File: src/rtl/apr_pkg.sv
package apr_pkg;

    // Width of the parallel samples leaving the block.
    localparam int OUT_W = 24;

    typedef enum logic {
        CH_RIGHT = 1'b0,
        CH_LEFT  = 1'b1
    } chan_e;

    // One finished word handed from the deserialiser to the pairing stage.
    typedef struct packed {
        chan_e              chan;
        logic               empty;
        logic               trunc;
        logic [OUT_W-1:0]   data;
    } word_t;

    // One released stereo pair.
    typedef struct packed {
        logic [OUT_W-1:0]   left;
        logic [OUT_W-1:0]   right;
        logic               left_trunc;
        logic               right_trunc;
    } pair_t;

    // Sign-extend a word whose bits sit at the top of OUT_W: shift it
    // back down arithmetically by the unused low width.
    function automatic logic [OUT_W-1:0] top_to_signed(
        input logic [OUT_W-1:0] aligned,
        input int unsigned      low_pad
    );
        return OUT_W'($signed(aligned) >>> low_pad);
    endfunction

endpackage

File: src/rtl/apr_sync.sv
module apr_sync #(
    parameter int WIDTH  = 1,
    parameter int STAGES = 2
) (
    input  logic             clk,
    input  logic             rst,
    input  logic [WIDTH-1:0] d,
    output logic [WIDTH-1:0] q
);

    logic [WIDTH-1:0] pipe [STAGES];

    always_ff @(posedge clk) begin
        if (rst) pipe[0] <= '0;
        else     pipe[0] <= d;
    end

    for (genvar s = 1; s < STAGES; s++) begin : g_stage
        always_ff @(posedge clk) begin
            if (rst) pipe[s] <= '0;
            else     pipe[s] <= pipe[s-1];
        end
    end

    assign q = pipe[STAGES-1];

endmodule

File: src/rtl/apr_deser.sv
module apr_deser
    import apr_pkg::*;
#(
    parameter int WORD_LEN = 24
) (
    input  logic  clk,
    input  logic  rst,
    input  logic  bit_stb,
    input  logic  bit_val,
    input  logic  frame_stb,
    input  logic  frame_lvl,
    output logic  word_done,
    output word_t word
);

    localparam int CW      = $clog2(WORD_LEN + 1);
    localparam int LOW_PAD = OUT_W - WORD_LEN;

    logic                active;
    chan_e               chan;
    logic [WORD_LEN-1:0] shreg;
    logic [CW-1:0]       cnt;
    logic [5:0]          up_shift;
    logic [OUT_W-1:0]    aligned;

    // A frame edge closes the word in progress and opens the next one.
    // Bits arriving before the first frame edge are dropped.
    always_ff @(posedge clk) begin
        if (rst) begin
            active <= 1'b0;
            chan   <= CH_RIGHT;
            shreg  <= '0;
            cnt    <= '0;
        end else if (frame_stb) begin
            active <= 1'b1;
            chan   <= chan_e'(frame_lvl);
            shreg  <= '0;
            cnt    <= '0;
        end else if (bit_stb && active && (cnt < CW'(WORD_LEN))) begin
            shreg  <= {shreg[WORD_LEN-2:0], bit_val};
            cnt    <= cnt + 1'b1;
        end
    end

    // Move the received bits to the top of the output width, leaving zeros
    // below for a short word, then sign-extend down to WORD_LEN.
    always_comb begin
        up_shift = 6'(OUT_W) - 6'(cnt);
        aligned  = OUT_W'(shreg) << up_shift;
    end

    assign word_done  = frame_stb && active;
    assign word.chan  = chan;
    assign word.empty = (cnt == '0);
    assign word.trunc = (cnt < CW'(WORD_LEN));
    assign word.data  = top_to_signed(aligned, LOW_PAD);

endmodule

File: src/rtl/apr_pair.sv
module apr_pair
    import apr_pkg::*;
(
    input  logic  clk,
    input  logic  rst,
    input  logic  word_done,
    input  word_t word,
    output logic  pair_valid,
    output pair_t pair
);

    logic             pend;
    logic [OUT_W-1:0] pend_data;
    logic             pend_trunc;

    // A left word waits for the right word after it. A right word with no
    // partner is dropped, so right/left order is never merged.
    always_ff @(posedge clk) begin
        if (rst) begin
            pend       <= 1'b0;
            pend_data  <= '0;
            pend_trunc <= 1'b0;
            pair_valid <= 1'b0;
            pair       <= '0;
        end else begin
            pair_valid <= 1'b0;
            if (word_done) begin
                if (word.chan == CH_LEFT) begin
                    pend       <= !word.empty;
                    pend_data  <= word.data;
                    pend_trunc <= word.trunc;
                end else begin
                    pend <= 1'b0;
                    if (pend && !word.empty) begin
                        pair_valid       <= 1'b1;
                        pair.left        <= pend_data;
                        pair.left_trunc  <= pend_trunc;
                        pair.right       <= word.data;
                        pair.right_trunc <= word.trunc;
                    end
                end
            end
        end
    end

endmodule

File: src/rtl/audio_pair_rx.sv
module audio_pair_rx
    import apr_pkg::*;
#(
    parameter int WORD_LEN    = 24,
    parameter int SYNC_STAGES = 2
) (
    input  logic             clk,
    input  logic             rst,
    input  logic             bclk_in,
    input  logic             fclk_in,
    input  logic             sdata_in,
    output logic             pair_valid,
    output logic [OUT_W-1:0] left_sample,
    output logic [OUT_W-1:0] right_sample,
    output logic             left_trunc,
    output logic             right_trunc
);

    logic [2:0] raw_in;
    logic [2:0] sync_q;
    logic       bclk_s, fclk_s, sdata_s;
    logic       bclk_d, fclk_d;
    logic       bit_stb, frame_stb;
    logic       word_done;
    word_t      word;
    pair_t      pair;

    // All three wires pass through the same synchroniser depth, so their
    // relative timing is kept.
    assign raw_in = {sdata_in, fclk_in, bclk_in};

    apr_sync #(
        .WIDTH  (3),
        .STAGES (SYNC_STAGES)
    ) sync_i (
        .clk (clk),
        .rst (rst),
        .d   (raw_in),
        .q   (sync_q)
    );

    assign bclk_s  = sync_q[0];
    assign fclk_s  = sync_q[1];
    assign sdata_s = sync_q[2];

    always_ff @(posedge clk) begin
        if (rst) begin
            bclk_d <= 1'b0;
            fclk_d <= 1'b0;
        end else begin
            bclk_d <= bclk_s;
            fclk_d <= fclk_s;
        end
    end

    assign bit_stb   = bclk_s && !bclk_d;
    assign frame_stb = fclk_s ^ fclk_d;

    apr_deser #(
        .WORD_LEN (WORD_LEN)
    ) deser_i (
        .clk       (clk),
        .rst       (rst),
        .bit_stb   (bit_stb),
        .bit_val   (sdata_s),
        .frame_stb (frame_stb),
        .frame_lvl (fclk_s),
        .word_done (word_done),
        .word      (word)
    );

    apr_pair pair_i (
        .clk        (clk),
        .rst        (rst),
        .word_done  (word_done),
        .word       (word),
        .pair_valid (pair_valid),
        .pair       (pair)
    );

    assign left_sample  = pair.left;
    assign right_sample = pair.right;
    assign left_trunc   = pair.left_trunc;
    assign right_trunc  = pair.right_trunc;

endmodule

File: config.mk
export PLATFORM = sky130hd
export DESIGN_NAME = audio_pair_rx
export DESIGN_NICKNAME = d
export VERILOG_FILES = /design/src/rtl/apr_pkg.sv /design/src/rtl/apr_sync.sv /design/src/rtl/apr_deser.sv /design/src/rtl/apr_pair.sv /design/src/rtl/audio_pair_rx.sv
export SDC_FILE = /design/constraint.sdc
export NUM_CORES = 1
export LEC_CHECK = 0
export ABC_AREA = 0
export BUFFER_PORTS_ARGS = -buffer_cell sky130_fd_sc_hd__buf_2
export CAP_MARGIN = 20
export CORE_MARGIN = 1.5
export CORE_UTILIZATION = 44
export CTS_CLUSTER_SIZE = 20
export DETAILED_ROUTE_END_ITERATION = 7
export GPL_TIMING_DRIVEN = 0
export PLACE_DENSITY = 0.63
export RECOVER_POWER = 100
export SYNTH_ARGS = -nofsm -noshare
export SYNTH_HDL_FRONTEND = slang
export SYNTH_SLANG_ARGS = --single-unit
File: constraint.sdc
create_clock -name clk -period 2.3 [get_ports clk]
set_input_delay 0.115 -clock clk [delete_from_list [all_inputs] [get_ports clk]]
set_output_delay 0.115 -clock clk [all_outputs]
set_load 0.05 [all_outputs]
==> flow_summary.json <==
{
  "slowest_delay_ns": 0.37,
  "synth_top_cell_by_area": "dfxtp_1",
  "critPathLaunch": "deser_i.cnt[0]",
  "start_util_pct": 45.4,
  "num_rows": 41,
  "clock_skew_ns": 0.00706,
  "status": "finished clean",
  "cts_tree": "yes",
  "r2r_setup_slack_ns": 0.02,
  "p_comb_share_pct": 2.8,
  "drive_above_1_share_pct": 24.1,
  "post-route-min-period_ns": 2.28,
  "sw_frac_of_total_pct": 22.8,
  "endpoint_kind": "flip-flop",
  "clkPwrFrac_pct": 55.1,
  "r2r_cells": 8,
  "relSlewSlack_pct": 59.5,
  "cap_violations": 0,
  "wl_per_cell_um": 17.4,
  "place_hpwl_um": 11900,
  "synth_common_cells": "nand2_1, dfxtp_1, a21oi_1",
  "path_clk_slew_ns": 0.06,
  "ir_drop_mv": 0.354,
  "crit_chain": "clkinvlp_4 > ha_4 > buf_12 > buf_8 > mux4_2 > mux2_4 > a22oi_2 > o21ai_1",
  "rsz0062_at_grt": "true",
  "reg2reg_to": "pair_i.pend_data[12]",
  "antenna_found_initial": 0,
  "core_area_sq_um": 12700,
  "finalCritPeriodShare_pct": 99.0,
  "seqCellArea_sq_um": 2330,
  "ys_ff_latch": 116,
  "worstPathArrival_ns": 2.58,
  "yosys.cell_count.top_type": "nand2_1",
  "hold_path_end": "pair_i.pair[25]",
  "area_delta_synth_final_pct": 28.3,
  "tightest_slew_ns": 0.610,
  "leakage_uw": 0.00241,
  "drc": 0,
  "timing.rr.start": "deser_i.cnt[0]",
  "report.final.setup_viol": 0,
  "path_class": "reg -> reg",
  "crit_buf_inv": 3,
  "dp.cells": 872,
  "min_path_cells": 3,
  "synth_edf_count": 0,
  "worstPathRequired_ns": 2.60,
  "clock-root-buffer": "clkbuf_16",
  "grt_usage_pct": 24.1,
  "insertion_delay_ns": 0.43,
  "slowest_stage": "dfxtp_4",
  "antenna_cells": 0,
  "fp.dieArea_sq_um": 13800,
  "syn_nets": 654,
  "seq_power_share_pct": 42.2,
  "cts_max_level": 4,
  "die_y_um": 117,
  "fin_nets": 750,
  "viasPerCell": 5.40,
  "cts_made_buffers": 17,
  "grt_max_degree": 17,
  "yosys.area.top_type_share_pct": 40.3,
  "switchingPower_uw": 1090,
  "layoutNonFillerInstCount": 927,
  "die_w_um": 117,
  "cts_sinks": 116,
  "synth_cells": 646,
  "syn_area_per_cell_sq_um": 8.91,
  "p_per_area_nw_per_um2": 649,
  "seq_area_frac_synth_pct": 40.3,
  "routabilityCongestion": 0.896,
  "detail_route.iter0.violations": 312,
  "grt_pass1_wl_um": 25900,
  "critPathMaxFanout": 6,
  "p_int_uw": 3700,
  "cp-start-kind": "flip-flop",
  "num_vias": 5005,
  "path_delay_family": "multiplexers",
  "synth_cell_type_count": 65,
  "synth_ff_type": "dfxtp_1",
  "ant_nets": 0,
  "hold_path_startpoint": "rst",
  "synthTopCellsByArea": "dfxtp_1, nand2_1, a21oi_1",
  "grt_pass1_vias": 4833,
  "synth_area_sq_um": 5760,
  "drt-pass1-iter-count": 6,
  "grt-ovfl-total": 0,
  "synth_warnings": 0,
  "hold_viol_final": 0,
  "clock_path_buffers": 2,
  "io_pins": 56,
  "numPortBuffers": 54,
  "synthArstFlopShare_pct": 0,
  "timing.fmax_mhz": 439,
  "power_uw": 4800,
  "num-fill-cells": 1166,
  "drv_slew": 0,
  "multi_input_area_sq_um": 3390,
  "hold_class": "in -> reg",
  "routed_wl_um": 16100
}
[per-layer routing]
metal  GRT usage, %  vias to the layer above  wire [um]
met4           9.57                        0        359
met1           30.2                     2393       7140
met3           5.54                       32        733
li1               -                     2459          -
met5              0                        -          0
met2           40.2                      121       7910
[per-stage QoR]
step | setup slack (ns) | instance area (sq um) | TNS, ns | hold slack (ns) | util (%)
2_1_floorplan | -0.0823 | 5800 | -0.586 | 0.243 | -
3_3_place_gp | -0.568 | 6290 | -18.29 | 0.324 | 49.6
3_5_place_dp | -0.573 | 6290 | -20.05 | 0.332 | 49.6
4_1_cts | -0.0750 | 7320 | -1.09 | 0.0643 | 57.8
5_1_grt | -0.0148 | 7390 | -0.0280 | 0.0865 | 58.3
6_report | 0.0222 | 7390 | 0 | 0.0721 | 58.3
[worst reg2reg max path, delay by kind of cell, from the launching register on]
kind	cells	cell delay, ns
mux	2	0.67
flops	1	0.37
fa+ha+maj	1	0.36
compound gates	2	0.38
buf+inv	3	0.38
[cells in the final DEF (no fill, tap or decap), types with 5 or more instances in the layout]
cell type	count
nand2_1	151
dfxtp_1	114
a21oi_1	74
clkbuf_1	72
nor2_1	33
buf_4	27
nand3b_1	24
clkbuf_16	17
mux4_2	13
mux2i_1	10
nor2b_1	10
mux2i_4	9
o21ai_1	9
o31ai_1	9
clkbuf_8	8
buf_2	8
nand3_1	8
a21oi_2	7
o21ai_0	7
nand4_1	7
nand2_2	6
nand2b_1	6
nor3_1	6
clkinvlp_4	5
nor2_2	5
[cell families after synthesis]
family                   Yosys count  share of synthesized area [%]
buffers and inverters             57                           7.15
XOR/XNOR                          11                           2.07
flip-flops                       116                           40.3
AO/OA/AOI/OAI                    139                           14.7
AND/OR/NAND/NOR                  275                           22.9
adder cells (fa/ha/maj)            3                          0.652
multiplexers                      45                           12.2
[final cells by class]
type	count	share of cell area [%]
inverter	6	0.356
sequential	116	31.5
timing repair buffer	80	6.15
buffer	48	5.10
clock buffer	19	6.00
clock inverter	13	2.00
multi-input combinational	473	45.9
tap	172	2.91
[power by group through the flow]
| stage | logic, uW | registers [uW] | clock network (uW) |
|---|---|---|---|
| after global routing | 144 | 2020 | 2760 |
| after global placement | 112 | 2070 | 0 |
| after detailed placement | 115 | 2070 | 0 |
| after floorplan | 85.0 | 2070 | 0 |
| final | 133 | 2020 | 2640 |
| after CTS | 131 | 2020 | 2670 |
[state kept, by name, indices dropped and copies added, names as in the netlist]
name / count
deser_i.chan: 1
pair_i.pend_data: 24
pair_i.pair: 50
deser_i.cnt: 5
sync_i.pipe: 6
fclk_d: 1
pair_i.pair_valid: 1
pair_i.pend_trunc: 1
deser_i.active: 1
deser_i.shreg: 24
pair_i.pend: 1
bclk_d: 1
[worst max-delay path by stage]
stage                                       to  slack, ns  cells past startpoint
final                     pair_i.pend_data[12]       0.02                      8
after CTS                 pair_i.pend_data[19]      -0.07                     10
after global placement         pair_i.pair[12]      -0.57                     10
after global routing      pair_i.pend_data[12]      -0.01                      8
after detailed placement  pair_i.pend_data[10]      -0.57                     10
after floorplan           pair_i.pend_data[11]      -0.08                     10
[what timing repair did]
action | in CTS | in global routing
setup buffers | 17 | 4
gates cloned | 2 | 0
pin swaps | 28 | 12
hold endpoints to repair | 3 | 0
gates resized for setup | 60 | 30
hold buffers | 3 | 0
endpoints found under the setup margin | 67 | 66
No activity file was read; power rests on OpenSTA's default activity.
